--- src/rtl/sdram_seq_pkg.sv ---
package sdram_seq_pkg;

  typedef enum logic [2:0] {
    CMD_NOP = 3'd0,
    CMD_PRE = 3'd1,
    CMD_REF = 3'd2,
    CMD_MRS = 3'd3,
    CMD_RD  = 3'd4,
    CMD_WR  = 3'd5
  } cmd_e;

  typedef struct packed {
    logic startWait;
    logic issuePre;
    logic issueMrs;
    logic issueRef;
    logic issueRd;
    logic issueWr;
    logic refreshEnable;
  } seqStrobe_t;

endpackage

--- src/rtl/sdram_seq_ctrl.sv ---
module sdram_seq_ctrl
  import sdram_seq_pkg::*;
#(
  parameter int INIT_REFS   = 8,
  parameter int DUMMY_COUNT = 10,
  parameter int IDX_W       = 4
) (
  input  logic             clk,
  input  logic             rstN,
  input  logic             startPulse,
  input  logic             waitDone,
  input  logic             gapFree,
  input  logic             pendingNz,
  input  logic             refGrant,
  output seqStrobe_t       strobe,
  output logic [IDX_W-1:0] wordIdx,
  output logic             ready
);

  localparam int REF_W = (INIT_REFS > 1) ? $clog2(INIT_REFS) : 1;

  typedef enum logic [2:0] {
    ST_IDLE, ST_WAIT, ST_MRS1, ST_REF, ST_MRS2, ST_DUMMY, ST_READY
  } state_e;

  state_e           state, stateNext;
  logic [REF_W-1:0] refCnt, refCntNext;
  logic [IDX_W-1:0] idx, idxNext;
  logic             wrPhase, wrPhaseNext;

  always_comb begin
    strobe      = '0;
    stateNext   = state;
    refCntNext  = refCnt;
    idxNext     = idx;
    wrPhaseNext = wrPhase;
    case (state)
      ST_IDLE: if (startPulse) begin
        strobe.startWait = 1'b1;
        stateNext        = ST_WAIT;
      end
      ST_WAIT: if (waitDone && gapFree) begin
        strobe.issuePre = 1'b1;
        stateNext       = ST_MRS1;
      end
      ST_MRS1: if (gapFree) begin
        strobe.issueMrs = 1'b1;
        refCntNext      = '0;
        stateNext       = ST_REF;
      end
      ST_REF: if (gapFree) begin
        strobe.issueRef = 1'b1;
        if (refCnt == REF_W'(INIT_REFS - 1)) stateNext = ST_MRS2;
        else refCntNext = refCnt + REF_W'(1);
      end
      ST_MRS2: if (gapFree) begin
        strobe.issueMrs      = 1'b1;
        strobe.refreshEnable = 1'b1;
        idxNext              = '0;
        wrPhaseNext          = 1'b0;
        stateNext            = ST_DUMMY;
      end
      ST_DUMMY: if (gapFree) begin
        if (pendingNz && refGrant) begin
          strobe.issueRef = 1'b1;
        end else if (!wrPhase) begin
          strobe.issueRd = 1'b1;
          wrPhaseNext    = 1'b1;
        end else begin
          strobe.issueWr = 1'b1;
          wrPhaseNext    = 1'b0;
          if (idx == IDX_W'(DUMMY_COUNT - 1)) stateNext = ST_READY;
          else idxNext = idx + IDX_W'(1);
        end
      end
      ST_READY: if (gapFree && pendingNz && refGrant) strobe.issueRef = 1'b1;
      default: stateNext = ST_IDLE;
    endcase
  end

  always_ff @(posedge clk) begin
    if (!rstN) begin
      state   <= ST_IDLE;
      refCnt  <= '0;
      idx     <= '0;
      wrPhase <= 1'b0;
    end else begin
      state   <= stateNext;
      refCnt  <= refCntNext;
      idx     <= idxNext;
      wrPhase <= wrPhaseNext;
    end
  end

  assign wordIdx = idx;
  assign ready   = (state == ST_READY);


  one_strobe_chk: assert property (@(posedge clk) disable iff (!rstN)
    $onehot0({strobe.issuePre, strobe.issueMrs, strobe.issueRef, strobe.issueRd, strobe.issueWr}));


  strobe_gap_chk: assert property (@(posedge clk) disable iff (!rstN)
    (strobe.issuePre || strobe.issueMrs || strobe.issueRef || strobe.issueRd || strobe.issueWr) |-> gapFree);


  ready_hold_chk: assert property (@(posedge clk) disable iff (!rstN)
    ready |=> ready);

endmodule

--- src/rtl/sdram_seq_dp.sv ---
module sdram_seq_dp
  import sdram_seq_pkg::*;
#(
  parameter int ADDR_W         = 16,
  parameter int POWERUP_CYCLES = 10000,
  parameter int CMD_GAP        = 1,
  parameter int PERIOD_COUNT   = 195,
  parameter int PRESCALE_FAST  = 8,
  parameter int PRESCALE_SLOW  = 16,
  parameter int REF_PER_EXPIRY = 4,
  parameter int PEND_W         = 4,
  parameter int SIZE_W         = 6,
  parameter int SMALL_LOG2     = 25,
  parameter int MODE_VALUE     = 'h22,
  parameter int ADDR_SHIFT     = 2,
  parameter int IDX_W          = 4
) (
  input  logic              clk,
  input  logic              rstN,
  input  seqStrobe_t        strobe,
  input  logic [IDX_W-1:0]  wordIdx,
  input  logic              refGrant,
  input  logic              colSelIn,
  input  logic              sizeValid,
  input  logic [SIZE_W-1:0] size8Log2,
  input  logic [SIZE_W-1:0] size9Log2,
  output logic [2:0]        cmd,
  output logic [ADDR_W-1:0] addr,
  output logic              colNine,
  output logic              waitDone,
  output logic              gapFree,
  output logic              pendingNz
);

  localparam int WAIT_W = $clog2(POWERUP_CYCLES + 1);
  localparam int GAP_W  = (CMD_GAP > 0) ? $clog2(CMD_GAP + 1) : 1;
  localparam int PRE_W  = $clog2(PRESCALE_SLOW);
  localparam int PER_W  = $clog2(PERIOD_COUNT);
  localparam logic [PEND_W-1:0] PEND_MAX = {PEND_W{1'b1}};
  localparam logic [ADDR_W-1:0] PRE_ADDR = ADDR_W'(1) << (10 + ADDR_SHIFT);
  localparam logic [ADDR_W-1:0] MRS_ADDR = ADDR_W'(MODE_VALUE) << ADDR_SHIFT;

  logic [WAIT_W-1:0] waitCnt;
  logic [GAP_W-1:0]  gapCnt;
  logic [PRE_W-1:0]  preCnt, presLimit;
  logic [PER_W-1:0]  perCnt;
  logic [PEND_W-1:0] pending;
  logic [PEND_W:0]   pendSum;
  logic              refreshOn, tick, expiry, refDec, anyIssue;
  logic              sizeKnown, colLatched, slowRate;
  logic [SIZE_W-1:0] sizeMax;
  cmd_e              cmdReg;

  assign anyIssue = strobe.issuePre | strobe.issueMrs | strobe.issueRef |
                    strobe.issueRd | strobe.issueWr;

  // power-up delay
  always_ff @(posedge clk) begin
    if (!rstN) waitCnt <= '0;
    else if (strobe.startWait) waitCnt <= WAIT_W'(POWERUP_CYCLES - 1);
    else if (waitCnt != '0) waitCnt <= waitCnt - WAIT_W'(1);
  end
  assign waitDone = (waitCnt == '0);

  // command spacing
  always_ff @(posedge clk) begin
    if (!rstN) gapCnt <= '0;
    else if (anyIssue) gapCnt <= GAP_W'(CMD_GAP);
    else if (gapCnt != '0) gapCnt <= gapCnt - GAP_W'(1);
  end
  assign gapFree = (gapCnt == '0);

  // refresh timer: prescaler then period counter
  assign presLimit = slowRate ? PRE_W'(PRESCALE_SLOW - 1) : PRE_W'(PRESCALE_FAST - 1);
  assign tick      = refreshOn && (preCnt >= presLimit);
  assign expiry    = tick && (perCnt == PER_W'(PERIOD_COUNT - 1));

  always_ff @(posedge clk) begin
    if (!rstN) begin
      refreshOn <= 1'b0;
      preCnt    <= '0;
      perCnt    <= '0;
    end else begin
      if (strobe.refreshEnable) refreshOn <= 1'b1;
      if (!refreshOn || tick) preCnt <= '0;
      else preCnt <= preCnt + PRE_W'(1);
      if (expiry) perCnt <= '0;
      else if (tick) perCnt <= perCnt + PER_W'(1);
    end
  end

  // pending refresh count, saturating
  assign refDec  = strobe.issueRef && (pending != '0);
  assign pendSum = {1'b0, pending}
                 + (expiry ? (PEND_W + 1)'(REF_PER_EXPIRY) : '0)
                 - {{PEND_W{1'b0}}, refDec};

  always_ff @(posedge clk) begin
    if (!rstN) pending <= '0;
    else if (pendSum > {1'b0, PEND_MAX}) pending <= PEND_MAX;
    else pending <= pendSum[PEND_W-1:0];
  end
  assign pendingNz = (pending != '0);

  // sizing outcome
  assign sizeMax = (size9Log2 > size8Log2) ? size9Log2 : size8Log2;

  always_ff @(posedge clk) begin
    if (!rstN) begin
      sizeKnown  <= 1'b0;
      colLatched <= 1'b0;
      slowRate   <= 1'b0;
    end else if (sizeValid) begin
      sizeKnown  <= 1'b1;
      colLatched <= (size9Log2 > size8Log2);
      slowRate   <= (sizeMax <= SIZE_W'(SMALL_LOG2));
    end
  end
  assign colNine = sizeKnown ? colLatched : colSelIn;

  // command and address register
  always_ff @(posedge clk) begin
    if (!rstN) begin
      cmdReg <= CMD_NOP;
      addr   <= '0;
    end else begin
      cmdReg <= CMD_NOP;
      addr   <= '0;
      if (strobe.issuePre) begin
        cmdReg <= CMD_PRE;
        addr   <= PRE_ADDR;
      end else if (strobe.issueMrs) begin
        cmdReg <= CMD_MRS;
        addr   <= MRS_ADDR;
      end else if (strobe.issueRef) begin
        cmdReg <= CMD_REF;
      end else if (strobe.issueRd) begin
        cmdReg <= CMD_RD;
        addr   <= ADDR_W'(wordIdx) << ADDR_SHIFT;
      end else if (strobe.issueWr) begin
        cmdReg <= CMD_WR;
        addr   <= ADDR_W'(wordIdx) << ADDR_SHIFT;
      end
    end
  end
  assign cmd = cmdReg;


  cmd_gap_chk: assert property (@(posedge clk) disable iff (!rstN)
    (CMD_GAP > 0 && cmdReg != CMD_NOP) |=> (cmdReg == CMD_NOP));


  early_refresh_chk: assert property (@(posedge clk) disable iff (!rstN)
    !refreshOn |-> (pending == '0));


  grant_chk: assert property (@(posedge clk) disable iff (!rstN)
    (strobe.issueRef && refreshOn) |-> refGrant);


  pend_sat_chk: assert property (@(posedge clk) disable iff (!rstN)
    (pending == PEND_MAX) |=> (pending >= PEND_MAX - PEND_W'(1)));

endmodule

--- src/rtl/sdram_bringup_seq.sv ---
module sdram_bringup_seq
  import sdram_seq_pkg::*;
#(
  parameter int ADDR_W         = 16,
  parameter int SIZE_W         = 6,
  parameter int POWERUP_CYCLES = 10000,
  parameter int CMD_GAP        = 1,
  parameter int PERIOD_COUNT   = 195,
  parameter int PRESCALE_FAST  = 8,
  parameter int PRESCALE_SLOW  = 16,
  parameter int REF_PER_EXPIRY = 4,
  parameter int PEND_W         = 4,
  parameter int SMALL_LOG2     = 25,
  parameter int INIT_REFS      = 8,
  parameter int DUMMY_COUNT    = 10
) (
  input  logic              clk,
  input  logic              rstN,
  input  logic              startPulse,
  input  logic              colSelIn,
  input  logic              sizeValid,
  input  logic [SIZE_W-1:0] size8Log2,
  input  logic [SIZE_W-1:0] size9Log2,
  input  logic              refGrant,
  output logic [2:0]        cmd,
  output logic [ADDR_W-1:0] addr,
  output logic              colNine,
  output logic              ready
);

  localparam int IDX_W = (DUMMY_COUNT > 1) ? $clog2(DUMMY_COUNT) : 1;

  seqStrobe_t       strobe;
  logic [IDX_W-1:0] wordIdx;
  logic             waitDone, gapFree, pendingNz;

  sdram_seq_ctrl #(
    .INIT_REFS(INIT_REFS), .DUMMY_COUNT(DUMMY_COUNT), .IDX_W(IDX_W)
  ) u_ctrl (
    .clk(clk), .rstN(rstN), .startPulse(startPulse), .waitDone(waitDone),
    .gapFree(gapFree), .pendingNz(pendingNz), .refGrant(refGrant),
    .strobe(strobe), .wordIdx(wordIdx), .ready(ready)
  );

  sdram_seq_dp #(
    .ADDR_W(ADDR_W), .POWERUP_CYCLES(POWERUP_CYCLES), .CMD_GAP(CMD_GAP),
    .PERIOD_COUNT(PERIOD_COUNT), .PRESCALE_FAST(PRESCALE_FAST),
    .PRESCALE_SLOW(PRESCALE_SLOW), .REF_PER_EXPIRY(REF_PER_EXPIRY),
    .PEND_W(PEND_W), .SIZE_W(SIZE_W), .SMALL_LOG2(SMALL_LOG2),
    .MODE_VALUE('h22), .ADDR_SHIFT(2), .IDX_W(IDX_W)
  ) u_dp (
    .clk(clk), .rstN(rstN), .strobe(strobe), .wordIdx(wordIdx),
    .refGrant(refGrant), .colSelIn(colSelIn), .sizeValid(sizeValid),
    .size8Log2(size8Log2), .size9Log2(size9Log2), .cmd(cmd), .addr(addr),
    .colNine(colNine), .waitDone(waitDone), .gapFree(gapFree),
    .pendingNz(pendingNz)
  );

endmodule

--- config.mk ---
export PLATFORM = sky130hd
export DESIGN_NAME = sdram_bringup_seq
export DESIGN_NICKNAME = d
export VERILOG_FILES = /design/src/rtl/sdram_seq_pkg.sv /design/src/rtl/sdram_seq_ctrl.sv /design/src/rtl/sdram_seq_dp.sv /design/src/rtl/sdram_bringup_seq.sv
export SDC_FILE = /design/constraint.sdc
export NUM_CORES = 1
export LEC_CHECK = 0
export BUFFER_PORTS_ARGS = -buffer_cell sky130_fd_sc_hd__buf_4
export CORE_AREA = 5 5 76 78
export CTS_BUF_LIST = sky130_fd_sc_hd__clkbuf_4 sky130_fd_sc_hd__clkbuf_8 sky130_fd_sc_hd__clkbuf_16
export DETAILED_ROUTE_END_ITERATION = 8
export DIE_AREA = 0 0 81 83
export PLACE_DENSITY = 0.83
export SLEW_MARGIN = 20
export SYNTH_ARGS = -nofsm -noshare
export SYNTH_HDL_FRONTEND = slang
export SYNTH_SLANG_ARGS = --single-unit
--- constraint.sdc ---
create_clock -name clk -period 6.7 [get_ports clk]
set_input_delay 0.67 -clock clk [delete_from_list [all_inputs] [get_ports clk]]
set_output_delay 0.67 -clock clk [all_outputs]
set_load 0.1 [all_outputs]
==> results of run 1 <==
==> logic make-up (layout without fill, tap and decap cells) <==
group / Yosys count / after routing
xor+xnor: 20 / 20
mux: 3 / 3
buf+inv: 46 / 61
flops: 55 / 55
compound gates: 72 / 72
simple gates: 132 / 132
fa+ha+maj: 21 / 21
other cells: 1 / 10
==> worst max-delay path by stage <==
stage	start	end	slack, ps	depth (start not counted)
2_1_floorplan	u_ctrl.state[2]	u_ctrl.state[1]	3960	6
3_3_place_gp	u_dp.slowRate	u_dp.pending[0]	3950	12
3_5_place_dp	u_dp.slowRate	u_dp.pending[1]	3850	13
4_1_cts	u_dp.slowRate	u_dp.pending[0]	3830	12
5_1_grt	u_dp.slowRate	u_dp.pending[1]	3480	13
6_report	u_dp.slowRate	u_dp.pending[0]	3830	12
==> per-stage QoR <==
stage / area, sq um / total power, mW / hold slack (ps)
2_1_floorplan: 2960 / 0.837 / 418
3_3_place_gp: 3130 / 0.897 / 433
3_5_place_dp: 3130 / 0.912 / 449
4_1_cts: 3230 / 1.10 / 463
5_1_grt: 3230 / 1.19 / 485
6_report: 3230 / 1.10 / 460
==> worst max-delay path: stages (launching register included) <==
cell,delay [ps]
dfxtp_1,320
inv_1,50
ha_1,270
a31oi_1,100
nor2b_1,520
nand2_1,150
ha_1,310
inv_1,50
ha_1,270
a21o_1,170
a21oi_1,240
xnor2_1,180
a21oi_1,90
==> registers in the layout (all words and copies together), names as in the netlist <==
register	flops
u_ctrl.wrPhase	1
u_dp.preCnt	4
u_dp.sizeKnown	1
u_dp.addr	6
u_dp.gapCnt	1
u_dp.perCnt	8
u_ctrl.wordIdx	4
u_dp.colLatched	1
u_ctrl.refCnt	3
u_dp.slowRate	1
u_dp.waitCnt	14
u_ctrl.state	3
u_dp.refreshOn	1
u_dp.pending	4
u_dp.cmd	3
==> area by class of cell <==
| cell class | count | share of cell area |
|---|---|---|
| clock buffer | 5 | 0.0213 |
| clock inverter | 3 | 0.00814 |
| inverter | 25 | 0.0291 |
| multi-input combinational | 258 | 0.508 |
| sequential | 55 | 0.341 |
| tap | 70 | 0.0271 |
| timing repair buffer | 28 | 0.0651 |
==> placed cells by master (no fill, tap or decap), types with 2 or more instances in the layout <==
cell type | netlist | layout
a211oi_1 | 4 | 4
a21o_1 | 2 | 2
a21oi_1 | 30 | 30
a31oi_1 | 5 | 5
and2_1 | 3 | 3
and3_1 | 3 | 3
buf_4 | 10 | 28
clkbuf_8 | 0 | 5
conb_1 | 1 | 10
dfxtp_1 | 55 | 55
ha_1 | 20 | 20
inv_1 | 24 | 24
inv_6 | 0 | 2
mux2i_1 | 2 | 2
nand2_1 | 28 | 28
nand2b_1 | 3 | 3
nand3_1 | 4 | 4
nand3b_1 | 2 | 2
nand4_1 | 11 | 11
nor2_1 | 39 | 39
nor2b_1 | 4 | 4
nor3_1 | 12 | 12
nor4_1 | 6 | 6
o21ai_0 | 14 | 14
o21bai_1 | 3 | 3
o311ai_0 | 2 | 2
o31ai_1 | 3 | 3
o41ai_1 | 2 | 2
or2_2 | 3 | 3
or3_1 | 4 | 4
or4_1 | 2 | 2
or4_4 | 2 | 2
xnor2_1 | 10 | 10
xor2_1 | 10 | 10
==> per-layer routing <==
layer | global-route usage | part of all wire
met1 | 0.211 | 0.45
met2 | 0.293 | 0.48
met3 | 0.0411 | 0.055
met4 | 0.0614 | 0.016
met5 | 0 | 0
==> power by group <==
part	total [mW]	leakage (nW)	internal (mW)	switching [mW]
sequential	0.460	0.449	0.383	0.0769
clock	0.191	0.0491	0.0771	0.114
combinational	0.447	0.818	0.180	0.267
total	1.10	1.32	0.640	0.458
==> results.sh, run 1 <==
export IMPL_outcome="completed"
export IMPL_drt_iter0_markers=96
export IMPL_clock_path_buffers=2
export IMPL_synth_common_cells="dfxtp_1, nor2_1, a21oi_1"
export IMPL_critPathKind="reg -> reg"
export IMPL_r2r_end="u_dp.pending[0]"
export IMPL_drive_above_1_share=0.120
export IMPL_fin_crit_ps=2870
export IMPL_antenna_found_initial=0
export IMPL_grt_pass1_vias=2249
export IMPL_dieHeight_um=83
export IMPL_leakagePower_nw=1.32
export IMPL_cp_max_fo=10
export IMPL_hold_violations=0
export IMPL_synth_area_leader_cell="dfxtp_1"
export IMPL_synth_fa_ha_area_frac=0.0923
export IMPL_setup_ws_ps=3830
export IMPL_cts_resized=0
export IMPL_hold_path_class="reg -> reg"
export IMPL_tightest_slew_ps=760
export IMPL_maxSlewViolCount=0
export IMPL_reg2reg_setup_slack_ps=3830
export IMPL_period_share=0.428
export IMPL_fillCellCount=441
export IMPL_row_count=26
export IMPL_rr_startpoint="u_dp.slowRate"
export IMPL_place_gp_congestion=0.826
export IMPL_synth_top_cell_area_share=0.376
export IMPL_endpoint_kind="register"
export IMPL_firstDrtPassIters=4
export IMPL_synth_avg_cell_area_sq_um=8.36
export IMPL_clock_sinks=55
export IMPL_synth_mux_area_frac=0.0107
export IMPL_rsz0062_at_grt="false"
export IMPL_hpwlAfterDp_mm=4.03
export IMPL_yosysMostFrequentCell="dfxtp_1"
export IMPL_remaining_drc_errors=0
export IMPL_async_flop_share=0
export IMPL_synth_xor_xnor_area_share=0.0599
export IMPL_htreeDepth=2
export IMPL_grt_max_degree=28
export IMPL_setup_viol=0
export IMPL_clk_pin_slew_worst_paths_ps=100
export IMPL_fin_worst_skew_ps=6.61
export IMPL_synth_main_ff_cell="dfxtp_1"
export IMPL_multi_input_area_sq_um=1640
export IMPL_core_area_sq_um=5010
export IMPL_ant_nets=0
export IMPL_fmax_ghz=0.349
export IMPL_synth_edf_count=0
export IMPL_wire_per_inst_um=12.1
export IMPL_synth_area_leaders="dfxtp_1, ha_1, a21oi_1"
export IMPL_dp_cells=436
export IMPL_grt_first_pass_wirelength_mm=9.60
export IMPL_fin_cells=444
export IMPL_place_ws_ps=3850
export IMPL_irDropWorstVdd_v=0.000164
export IMPL_port_buffers=28
export IMPL_whs_endpoint="u_ctrl.refCnt[1]"
export IMPL_diodes=0
export IMPL_vias=2438
export IMPL_start_kind="register"
export IMPL_synth_simple_area_share=0.230
export IMPL_hold_depth=2
export IMPL_dieArea_sq_um=6720
export IMPL_min_from="u_ctrl.refCnt[1]"
export IMPL_final_nets=412
export IMPL_seq_area_frac_synth=0.376
export IMPL_grt_ovfl_total=0
export IMPL_timing_slew_headroom=0.487
export IMPL_ctsHoldBuffers=0
export IMPL_crit_arrival_ps=3040
export IMPL_synth_top_family_by_area="simple AND/OR/NAND/NOR gates"
export IMPL_via_per_inst=5.49
export IMPL_clock_root_buffer="clkbuf_8"
export IMPL_drt_wl_total_mm=5.39
export IMPL_synth_area_sq_um=2930
export IMPL_area_growth_synth_to_final_pct=10.3
export IMPL_die_w_um=81
export IMPL_synth_cell_types=51
export IMPL_insertion_delay_ps=310
export IMPL_fin_tns_setup_ps=0
export IMPL_ys_ff_latch=55
export IMPL_tritoncts="yes"
export IMPL_utilization=0.644
export IMPL_grt_use_total=0.173
export IMPL_worstPathRequired_ps=6880
export IMPL_rr_worst_depth=12
export IMPL_initial_core_util=0.584
export IMPL_synthCells=350
export IMPL_io_pins=39
export IMPL_drv_cap=0
export IMPL_synth_compound_area_share=0.155
export IMPL_yosys_warnings=0
export IMPL_cts_setup_buffers=0
export IMPL_p_per_area_nw_per_um2=340
export IMPL_cts_inserted_buffers=5
export IMPL_seq_area_sq_um=1100
(Power assumes the default switching activity.)
==> inputs of run 2 (changes only) <==
CORE_AREA = 5 5 78 80   (was 5 5 76 78)
DIE_AREA = 0 0 83 85   (was 0 0 81 83)
PLACE_DENSITY = 0.79   (was 0.83)
clock period = 2.65 ns   (was 6.7 ns; I/O delays follow)
==> run 2 against run 1 <==
Register-to-register slack got worse by 3600 ps. Final cell count increased by 1.6%. Clock power increased by 140%. Critical path type unchanged. Critical endpoint unchanged. Largest cell class unchanged. Highest routed layer unchanged.
==> results.sh, run 2 (same netlist as run 1, synthesis figures left out) <==
export IMPL_ant_nets=0
export IMPL_timing_slew_headroom=0.434
export IMPL_clk_pin_slew_worst_paths_ps=90
export IMPL_r2r_end="u_dp.pending[0]"
export IMPL_initial_core_util=0.548
export IMPL_place_gp_congestion=0.819
export IMPL_rr_startpoint="u_dp.slowRate"
export IMPL_start_kind="register"
export IMPL_diodes=0
export IMPL_area_growth_synth_to_final_pct=11.7
export IMPL_grt_ovfl_total=0
export IMPL_remaining_drc_errors=0
export IMPL_hold_violations=0
export IMPL_io_pins=39
export IMPL_fmax_ghz=0.413
export IMPL_slowest_stage="dfxtp_1"
export IMPL_grt_pass1_vias=2286
export IMPL_setup_viol=0
export IMPL_top_regs="u_dp.waitCnt (14), u_dp.perCnt (8), u_dp.addr (6)"
export IMPL_hold_ws_ps=184
export IMPL_drt_iter0_markers=92
export IMPL_dieArea_sq_um=7060
export IMPL_cts_resized=0
export IMPL_drive_above_1_share=0.135
export IMPL_grt_max_degree=28
export IMPL_firstDrtPassIters=4
export IMPL_endpoint="u_dp.pending[0]"
export IMPL_maxSlewViolCount=0
export IMPL_cts_inserted_buffers=5
export IMPL_p_total_mw=2.82
export IMPL_grt_use_total=0.162
export IMPL_drv_cap=0
export IMPL_crit_start="u_dp.slowRate"
export IMPL_p_per_area_nw_per_um2=863
export IMPL_clock_path_buffers=2
export IMPL_clock_root_buffer="clkbuf_8"
export IMPL_core_area_sq_um=5340
export IMPL_final_cell_mix="dfxtp_1, nor2_1, buf_4, a21oi_1, nand2_1"
export IMPL_insertion_delay_ps=300
export IMPL_reg2reg_setup_slack_ps=230
export IMPL_tritoncts="yes"
export IMPL_outcome="completed"
export IMPL_antenna_found_initial=0
export IMPL_cp_depth=12
export IMPL_fin_area_sq_um=3270
export IMPL_cp_max_fo=2
export IMPL_endpoint_kind="register"
export IMPL_leakagePower_nw=1.34
export IMPL_dieHeight_um=85
export IMPL_row_count=27
export IMPL_tightest_slew_ps=839
export IMPL_die_w_um=83
export IMPL_final_common_cell="dfxtp_1"
export IMPL_hold_path_class="in -> reg"
export IMPL_fin_crit_ps=2420
export IMPL_cts_setup_buffers=0
export IMPL_hpwlAfterDp_mm=4.20
export IMPL_largest_register="u_dp.waitCnt"
export IMPL_final_nets=417
export IMPL_period_share=0.914
export IMPL_via_per_inst=5.44
export IMPL_critPathMaxStageDelay_ps=320
export IMPL_placed_area_sq_um=3180
export IMPL_cp_num_buf_inv=2
export IMPL_critPathKind="reg -> reg"
export IMPL_critical_path_top_delay_family="adder cells"
export IMPL_wire_per_inst_um=12.3
export IMPL_largest_reg_flops=14
export IMPL_worstPathRequired_ps=2840
export IMPL_htreeDepth=2
export IMPL_clock_sinks=55
export IMPL_port_buffers=28
export IMPL_ctsHoldBuffers=0
export IMPL_crit_chain="inv_1 -> ha_1 -> a31oi_1 -> nor2b_1 -> nand2_1 -> ha_1 -> inv_1 -> ha_1 -> a21o_1 -> a21oi_1 -> xnor2_1 -> a21oi_1"
export IMPL_fin_worst_skew_ps=5.66
export IMPL_vias=2455
export IMPL_rr_worst_depth=12
export IMPL_irDropWorstVdd_v=0.000371
export IMPL_fin_tns_setup_ps=0
export IMPL_rsz0062_at_grt="false"
export IMPL_crit_arrival_ps=2610
export IMPL_grt_first_pass_wirelength_mm=9.72
export IMPL_drt_wl_total_mm=5.55
export IMPL_crit_top_cell="ha_1"
[run 2: cell count changes in the layout (fill, tap and decap cells not counted)]
cell | previous run | this run
nor2_1 | 39 | 38
inv_6 | 2 | 1
clkbuf_4 | 0 | 1
buf_4 | 28 | 33
clkinvlp_4 | 0 | 1
clkinv_4 | 1 | 0
nor2_2 | 0 | 1
[run 2: area by class of cell]
| cell class | instances | area [sq um] |
|---|---|---|
| timing repair buffer | 33 | 248 |
| inverter | 25 | 93.8 |
| fill | 495 | 2070 |
| multi-input combinational | 258 | 1640 |
| clock buffer | 6 | 76.3 |
| sequential | 55 | 1100 |
| clock inverter | 2 | 16.3 |
| tap | 72 | 90.1 |
[run 2: routing by layer]
metal | wire length (um) | part of all wire | vias to the layer above | global-route usage
met5 | 0 | 0 | - | 0
met4 | 59 | 0.011 | 0 | 0.0520
met3 | 241 | 0.043 | 4 | 0.0388
met2 | 2810 | 0.51 | 47 | 0.298
met1 | 2430 | 0.44 | 1141 | 0.185
li1 | - | - | 1263 | -
[run 2: metrics by stage]
stage | utilization | worst slack, ps | cells
floorplan | - | 133 | 359
global placement | 0.595 | 328 | 443
detailed placement | 0.595 | 252 | 443
CTS | 0.612 | 216 | 451
global route | 0.612 | 20.3 | 451
finish | 0.612 | 229 | 451
[run 2: worst min path at each step]
stage | endpoint | startpoint | slack [ps] | cells after the start
finish | u_dp.slowRate | sizeValid | 180 | 2
global route | u_dp.slowRate | sizeValid | 190 | 2
CTS | u_dp.slowRate | sizeValid | 170 | 2
detailed placement | u_dp.preCnt[0] | u_dp.preCnt[0] | 440 | 1
global placement | u_dp.preCnt[0] | u_dp.preCnt[0] | 430 | 1
floorplan | u_dp.slowRate | sizeValid | 370 | 1
[run 2: where the power goes]
part | switching [mW] | total (mW) | internal, mW
clock | 0.267 | 0.467 | 0.201
sequential | 0.152 | 1.12 | 0.968
combinational | 0.756 | 1.23 | 0.479
total | 1.17 | 2.82 | 1.65
